$ cat config.mk
export PLATFORM = sky130hd
export DESIGN_NAME = pm_clock_ctrl
export DESIGN_NICKNAME = d
export VERILOG_FILES = /design/src/rtl/pm_pkg.sv /design/src/rtl/pm_cfg_reg.sv /design/src/rtl/pm_mode_fsm.sv /design/src/rtl/pm_clk_decode.sv /design/src/rtl/pm_clock_ctrl.sv
export SDC_FILE = /design/constraint.sdc
export NUM_CORES = 1
export LEC_CHECK = 0
export BUFFER_PORTS_ARGS = -buffer_cell sky130_fd_sc_hd__buf_4
export CORE_AREA = 2 2 39 41
export CTS_CLUSTER_SIZE = 24
export DETAILED_ROUTE_END_ITERATION = 8
export DIE_AREA = 0 0 41 43
export PLACE_DENSITY = 0.54
export SYNTH_ARGS = -nofsm -noshare
export SYNTH_HDL_FRONTEND = slang
export SYNTH_SLANG_ARGS = --single-unit
$ cat constraint.sdc
create_clock -name clk -period 2.8 [get_ports clk]
set_input_delay 0.28 -clock clk [delete_from_list [all_inputs] [get_ports clk]]
set_output_delay 0.28 -clock clk [all_outputs]
set_load 0.05 [all_outputs]
$ cat src/rtl/pm_pkg.sv
package pm_pkg;

    localparam int NUM_SRC = 3;
    localparam int SRC_W   = 2;
    localparam int MODE_W  = 3;
    localparam int IDX_W   = $clog2(NUM_SRC);

    typedef enum logic [MODE_W-1:0] {
        M_SLEEP    = 3'd0,
        M_PRI_RUN  = 3'd1,
        M_SEC_RUN  = 3'd2,
        M_INT_RUN  = 3'd3,
        M_PRI_IDLE = 3'd4,
        M_SEC_IDLE = 3'd5,
        M_INT_IDLE = 3'd6
    } pm_mode_e;

    function automatic logic [IDX_W-1:0] src_index(input logic [SRC_W-1:0] src);
        if (src[1])      return IDX_W'(2);
        else if (src[0]) return IDX_W'(1);
        else             return IDX_W'(0);
    endfunction

    function automatic pm_mode_e run_mode(input logic [SRC_W-1:0] src);
        case (src_index(src))
            IDX_W'(1): return M_SEC_RUN;
            IDX_W'(2): return M_INT_RUN;
            default:   return M_PRI_RUN;
        endcase
    endfunction

    function automatic pm_mode_e idle_mode(input logic [SRC_W-1:0] src);
        case (src_index(src))
            IDX_W'(1): return M_SEC_IDLE;
            IDX_W'(2): return M_INT_IDLE;
            default:   return M_PRI_IDLE;
        endcase
    endfunction

    function automatic logic mode_is_run(input pm_mode_e m);
        return (m == M_PRI_RUN) || (m == M_SEC_RUN) || (m == M_INT_RUN);
    endfunction

    function automatic logic mode_is_idle(input pm_mode_e m);
        return (m == M_PRI_IDLE) || (m == M_SEC_IDLE) || (m == M_INT_IDLE);
    endfunction

    function automatic logic [IDX_W-1:0] mode_src(input pm_mode_e m);
        case (m)
            M_SEC_RUN, M_SEC_IDLE: return IDX_W'(1);
            M_INT_RUN, M_INT_IDLE: return IDX_W'(2);
            default:               return IDX_W'(0);
        endcase
    endfunction

endpackage

$ cat src/rtl/pm_cfg_reg.sv
module pm_cfg_reg
    import pm_pkg::*;
(
    input  logic             clk,
    input  logic             rst,
    input  logic             wake,
    input  logic             we,
    input  logic             idle_d,
    input  logic [SRC_W-1:0] src_d,
    output logic             idle_q,
    output logic [SRC_W-1:0] src_q
);

    always_ff @(posedge clk) begin
        if (rst) begin
            idle_q <= 1'b0;
            src_q  <= '0;
        end else if (wake) begin
            src_q  <= '0;
        end else if (we) begin
            idle_q <= idle_d;
            src_q  <= src_d;
        end
    end

    // reset clears both fields
    p_reset_clears_cfg_r13: assert property (@(posedge clk)
        rst |=> (!idle_q && src_q == '0));

    // wake clears source, keeps idle flag
    p_wake_clears_src_r9: assert property (@(posedge clk) disable iff (rst)
        wake |=> (src_q == '0 && idle_q == $past(idle_q)));

endmodule

$ cat src/rtl/pm_mode_fsm.sv
module pm_mode_fsm
    import pm_pkg::*;
(
    input  logic             clk,
    input  logic             rst,
    input  logic             wake,
    input  logic             sleep_stb,
    input  logic             we,
    input  logic [SRC_W-1:0] src_d,
    input  logic             idle_q,
    input  logic [SRC_W-1:0] src_q,
    output pm_mode_e         mode_q
);

    pm_mode_e mode_n;

    always_comb begin
        mode_n = mode_q;
        if (wake) begin
            mode_n = M_PRI_RUN;
        end else if (mode_is_run(mode_q)) begin
            if (sleep_stb)
                mode_n = idle_q ? idle_mode(src_q) : M_SLEEP;
            else if (we)
                mode_n = run_mode(src_d);
        end
    end

    always_ff @(posedge clk) begin
        if (rst) mode_q <= M_PRI_RUN;
        else     mode_q <= mode_n;
    end

    // reset lands in primary run
    p_reset_pri_r13: assert property (@(posedge clk)
        rst |=> (mode_q == M_PRI_RUN));

    // any wake returns to primary run, strobe or not
    p_wake_pri_r9: assert property (@(posedge clk) disable iff (rst)
        wake |=> (mode_q == M_PRI_RUN));

    // strobe outside run mode leaves the mode alone
    p_strobe_ignored_r8: assert property (@(posedge clk) disable iff (rst)
        (sleep_stb && !wake && !mode_is_run(mode_q)) |=> $stable(mode_q));

    // strobe in run with idle flag clear enters sleep
    p_enter_sleep_r6: assert property (@(posedge clk) disable iff (rst)
        (sleep_stb && !wake && !idle_q && mode_is_run(mode_q)) |=> (mode_q == M_SLEEP));

endmodule

$ cat src/rtl/pm_clk_decode.sv
module pm_clk_decode
    import pm_pkg::*;
(
    input  logic               clk,
    input  logic               rst,
    input  pm_mode_e           mode,
    output logic               cpu_en,
    output logic               per_en,
    output logic [NUM_SRC-1:0] sel
);

    logic             active;
    logic [IDX_W-1:0] idx;

    assign cpu_en = mode_is_run(mode);
    assign active = mode_is_run(mode) || mode_is_idle(mode);
    assign per_en = active;
    assign idx    = mode_src(mode);

    for (genvar g = 0; g < NUM_SRC; g++) begin : g_sel
        assign sel[g] = active && (idx == IDX_W'(g));
    end

    // CPU clocked implies peripherals clocked on one source
    p_run_both_r2: assert property (@(posedge clk) disable iff (rst)
        cpu_en |-> (per_en && $countones(sel) == 1));

    // idle codes gate the CPU only
    p_idle_cpu_off_r3: assert property (@(posedge clk) disable iff (rst)
        (mode >= M_PRI_IDLE) |-> (!cpu_en && per_en));

    // sleep is fully dark
    p_sleep_dark_r4: assert property (@(posedge clk) disable iff (rst)
        (mode == M_SLEEP) |-> (!cpu_en && !per_en && sel == '0));

    // never more than one source
    p_sel_onehot_r5: assert property (@(posedge clk) disable iff (rst)
        $onehot0(sel));

endmodule

$ cat src/rtl/pm_clock_ctrl.sv
module pm_clock_ctrl
    import pm_pkg::*;
(
    input  logic               clk,
    input  logic               rst,
    input  logic               cfg_we,
    input  logic               cfg_idle_wr,
    input  logic [SRC_W-1:0]   cfg_src_wr,
    input  logic               sleep_stb,
    input  logic               irq_evt,
    input  logic               wdt_evt,
    output logic               cpu_clk_en,
    output logic               per_clk_en,
    output logic [NUM_SRC-1:0] clk_src_sel,
    output logic [MODE_W-1:0]  mode_code,
    output logic               cfg_idle,
    output logic [SRC_W-1:0]   cfg_src
);

    logic     wake;
    pm_mode_e mode_q;

    assign wake = irq_evt || wdt_evt;

    pm_cfg_reg cfg_i (
        .clk    (clk),
        .rst    (rst),
        .wake   (wake),
        .we     (cfg_we),
        .idle_d (cfg_idle_wr),
        .src_d  (cfg_src_wr),
        .idle_q (cfg_idle),
        .src_q  (cfg_src)
    );

    pm_mode_fsm fsm_i (
        .clk       (clk),
        .rst       (rst),
        .wake      (wake),
        .sleep_stb (sleep_stb),
        .we        (cfg_we),
        .src_d     (cfg_src_wr),
        .idle_q    (cfg_idle),
        .src_q     (cfg_src),
        .mode_q    (mode_q)
    );

    pm_clk_decode dec_i (
        .clk    (clk),
        .rst    (rst),
        .mode   (mode_q),
        .cpu_en (cpu_clk_en),
        .per_en (per_clk_en),
        .sel    (clk_src_sel)
    );

    assign mode_code = mode_q;

    // a write in sleep or idle must not wake the core
    p_write_no_wake_r11: assert property (@(posedge clk) disable iff (rst)
        (cfg_we && !wake && !sleep_stb && !mode_is_run(mode_q)) |=> $stable(mode_code));

endmodule

# Word-level counts from Yosys, hierarchy flattened
# Cells that the tools add are included.
dict set report classes {
  n_eq_ne 12
  n_mux 17
  n_bitwise 1
  reduce_logical 16
}
# op n
set op_table {}
lappend op_table {{2-bit 2-to-1 mux} 9}
lappend op_table {{2-bit case mux with 2 select lines} 3}
lappend op_table {{3-bit == test, second input constant} 3}
lappend op_table {{3-bit 2-to-1 mux} 3}
lappend op_table {{2-bit by 1-bit == test with 1-bit output, second input constant} 3}
lappend op_table {{2-bit == test, second input constant} 3}
lappend op_table {{3-bit by 2-bit == test with 1-bit output, second input constant} 2}
lappend op_table {{1-bit logical OR} 6}
lappend op_table {{2-bit OR reduction} 3}
lappend op_table {{2-bit AND reduction} 2}
lappend op_table {{3-bit by 1-bit == test with 1-bit output, second input constant} 1}
lappend op_table {{1-bit logical AND} 3}
lappend op_table {{2-bit zero test} 1}
lappend op_table {{1-bit 2-to-1 mux} 2}
lappend op_table {{2-bit nonzero test} 1}
lappend op_table {{1-bit inverter} 1}
dict set report word_totals {
  regBits 6
  input_bits 9
  elab_cells 49
}

# Depth between registers and ports, before layout
dict set report logic_depth {
  ltp_word 10
  ltp_mapped 4
  mapped_depth_nobuf 3
}

# Cells and area by module
# A second synthesis with hierarchy kept.
dict set report hier_totals {
  cells_unflattened 40
  hier_area_um2 350.3
}
# mod instances cells_per_inst area_per_inst_um2 seq_area_each_um2
set modules_own_cells {}
lappend modules_own_cells {pm_mode_fsm 1 17 166.4 60.1}
lappend modules_own_cells {pm_cfg_reg 1 11 118.9 60.1}
lappend modules_own_cells {pm_clk_decode 1 11 58.8 0.0}
lappend modules_own_cells {pm_clock_ctrl 1 1 6.3 0.0}

# Least setup slack after synthesis
# OpenSTA, ideal clock, no wires.
dict set report synth_timing {
  kind {register to output}
  startpoint {register fsm_i.mode_q[1]}
  endpoint {output clk_src_sel[1]}
  t_arrival_ns 1.724
  setup_slack_ns 0.796
  path_stages_with_launch 4
  n_path_buf 1
  cell_sequence {dfxtp_1 clkbuf_2 nand2b_1 o22ai_1}
}
dict set report synth_via {
  elab_chain_cells 5
  word_cells_on_any_way 16
  classes_between {eq/ne (7); mux (1); reduce/logical (8)}
}
# element line
set synth_lines {}
lappend synth_lines {{start: declaration} pm_mode_fsm.sv:12} ;# output pm_mode_e mode_q
lappend synth_lines {{start signal: assignment} pm_mode_fsm.sv:31} ;# else mode_q <= mode_n;
lappend synth_lines {{3-bit == test (tied with other cells)} {pm_pkg.sv:45, pm_pkg.sv:49}}
lappend synth_lines {{2-bit OR reduction (tied with other cells)} pm_pkg.sv:49} ;# case (m)
lappend synth_lines {{2-bit case mux with 2 select lines (tied with other cells)} pm_pkg.sv:49}
lappend synth_lines {{2-bit by 1-bit == test with 1-bit output or 1-bit logical OR (tied branches)} {pm_clk_decode.sv:21, pm_clk_decode.sv:16}}
lappend synth_lines {{1-bit logical AND (*)} pm_clk_decode.sv:21} ;# assign sel[g] = active && (idx == IDX_W'(g));
lappend synth_lines {{end: declaration} pm_clock_ctrl.sv:14} ;# output logic [NUM_SRC-1:0] clk_src_sel,
# Every way passes the cells marked *; elsewhere a longest branch is shown, timed or not.

# Worst setup path in the final report
dict set report layout_timing {
  startpoint {register fsm_i.mode_q[2]}
  endpoint {output clk_src_sel[2]}
}
dict set report layout_via {
  elab_chain_cells 5
  word_cells_on_any_way 16
  classes_between {eq/ne (7); mux (1); reduce/logical (8)}
}
# element line
set layout_lines {}
lappend layout_lines {{3-bit == test (tied with other cells)} {pm_pkg.sv:45, pm_pkg.sv:49}}
lappend layout_lines {{2-bit OR reduction (tied with other cells)} pm_pkg.sv:49}
lappend layout_lines {{2-bit case mux with 2 select lines (tied with other cells)} pm_pkg.sv:49}
lappend layout_lines {{2-bit == test or 1-bit logical OR (tied branches)} {pm_clk_decode.sv:21, pm_clk_decode.sv:16}}
lappend layout_lines {{1-bit logical AND (*)} pm_clk_decode.sv:21}
# Marked as above.

==> results.toml <==
[timing]
max_freq_mhz = 680
tightestPinTransition_ns = 0.307
finalCritPeriodShare_pct = 52.5
report.final.setup_viol = 0
rsz0062_at_grt = "no"
drv_slew = 0
holdWs_ns = 0.206
fin_crit_ns = 1.47
timing.setup.tns_ns = 0
finalHoldViolCount = 0
fin_worst_skew_ns = 0.00113
maxSlewHeadroom_pct = 79.5

[setup_path]
worstSetupPathType = "reg2out"
path_buf_inv = 1
cp_slowest_stage_delay_ns = 0.49
crit_chain = "xnor2_1 -> nor2b_1 -> buf_4"
crit_arrival_ns = 1.19
crit_fanout = 10
crit_family = "flip-flops"
critical-path-slowest-cell = "dfxtp_1"
crit_path_end_kind = "output pin"
cp-start-kind = "flop"
cp.required_ns = 2.52

[clock_tree]
holdBufCountCts = 0
cts_root_buffer = "clkbuf_4"
cts_setup_buffers = 0
clk_latency_ns = 0.24
cts_num_sinks = 6
path_clk_slew_ns = 0.05
cts_tree = "done"
htree_levels = 1
max-clock-path-buffers = 2
cts_made_buffers = 3
post_cts_resized = 0

[die]
fp.dieH_um = 43
core-area_sq_um = 1380
start_util_pct = 25.9
die_w_um = 41
dieArea_sq_um = 1760
io_pins = 20
floorplan.rows = 14

[global_route]
gr-usage-met1_pct = 13.6
first_global_vias = 299
grt_first_pass_wirelength_um = 1260
use_met2_pct = 14.7
track_usage_pct = 11.2
grt_overflow = 0
grt_max_degree = 11
antenna_found_initial = 0
grt_use_met3_pct = 5.24
grt-busiest-layer = "met2"

[power]
peakVddDrop_mv = 0.170
leakagePower_nw = 0.221
p_total_uw = 217
power_density_nw_per_um2 = 415

[logic_synthesis]
synthCells = 43
syn_nets = 52
syn_area_sq_um = 359
synth_cell_type_count = 24
avgSynthCellArea_sq_um = 8.35
synth.ff_latch_count = 6
yosysSeqAreaShare_pct = 33.4
yosys_warnings = 0

[placement]
place_congestion = 0.757
post_dp_cell_area_sq_um = 500
numPortBuffers = 19
hpwlAfterDp_um = 646

[cells_and_area]
final_util_pct = 37.8
fin_area_sq_um = 523
area_delta_synth_final_pct = 45.6
nNetsFinal = 73
drive_gt1_share_pct = 38.7
n_antenna_cell = 0

[routing]
drt-total-wl_um = 835
drtPass1Iterations = 4
via_count = 371
viasPerCell = 4.76
drt_iter0_drc = 11
wire_per_inst_um = 10.7
drc = 0
ant_nets = 0

[worst_hold_path]
min_path_type = "in2reg"

[run_status]
status = "completed"

[flow_run]
drv_cap = 0
## power by group
part	total, mW	internal, mW	switching [mW]
Sequential	0.0908	0.0876	0.00323
Combinational	0.0465	0.0200	0.0265
Clock	0.0798	0.0485	0.0313
## cell families after synthesis
family,count (synthesis),synth area share (%)
XOR/XNOR,1,2.44
buffers and inverters,4,6.96
multiplexers,3,8.36
flip-flops,6,33.5
AND/OR/NAND/NOR,18,26.8
AO/OA/AOI/OAI,11,22.0
## Yosys cell counts
master / n / share of area, %
a21boi_0: 1 / 2.1
a21oi_1: 2 / 2.8
and3_2: 1 / 2.1
buf_2: 1 / 1.4
buf_6: 1 / 3.1
clkbuf_2: 1 / 1.4
dfxtp_1: 6 / 33
inv_1: 1 / 1.0
mux2i_1: 3 / 8.4
nand2_1: 2 / 2.1
nand2b_1: 1 / 1.7
nor2_1: 6 / 6.3
nor2b_1: 1 / 1.7
nor3_1: 3 / 4.2
nor3b_1: 2 / 4.2
o211ai_1: 1 / 2.1
o21a_1: 1 / 2.1
o21ai_0: 3 / 4.2
o21ba_4: 1 / 4.5
o22ai_1: 1 / 1.7
o311ai_0: 1 / 2.4
or3_1: 1 / 1.7
or4b_1: 1 / 2.8
xnor2_1: 1 / 2.4
## worst paths after layout
check,from,endpoint,slack (ns),cells past startpoint
max reg2reg,fsm_i.mode_q[0]$_SDFFE_PP1P_,fsm_i.mode_q[1]$_SDFFE_PP0P_,1.51,3
min reg2reg,cfg_i.src_q[0]$_SDFFE_PP0P_,cfg_i.src_q[0]$_SDFFE_PP0P_,0.52,2
min,rst,cfg_i.idle_q$_SDFFE_PP0P_,0.21,2
max,fsm_i.mode_q[2]$_SDFFE_PP0P_,clk_src_sel[2],1.33,3
## layout by cell type, fill, tap and decap left out, types with 2 or more instances in the layout
master    Yosys  layout
buf_4         0      19
nor2_1        6       6
dfxtp_1       6       6
nor3_1        3       3
mux2i_1       3       3
o21ai_0       3       3
clkbuf_4      0       3
nand2_1       2       2
a21oi_1       2       2
nor3b_1       2       2
## routing by layer
| metal | up-vias | part of all wire (%) | wire, um |
|---|---|---|---|
| li1 | 192 | - | - |
| met1 | 158 | 44 | 365 |
| met2 | 19 | 45 | 376 |
| met3 | 2 | 10 | 86 |
| met4 | 0 | 0.72 | 6 |
| met5 | - | 0 | 0 |
## registers in the layout (all words and copies together), names as in the netlist
signal        count
fsm_i.mode_q      3
cfg_i.idle_q      1
cfg_i.src_q       2
## layout make-up
class	instances	area, sq um
Fill cell	157	861
Multi-Input combinational cell	33	214
Timing Repair Buffer	19	143
Sequential cell	6	120
Clock buffer	3	22.5
Tap cell	16	20.0
Inverter	1	3.75
## through the flow
stage | instances | worst slack (ns)
2_1_floorplan | 43 | 0.796
3_3_place_gp | 75 | 1.55
3_5_place_dp | 75 | 1.51
4_1_cts | 78 | 1.31
5_1_grt | 78 | 1.24
6_report | 78 | 1.33
(Power assumes the default switching activity.)
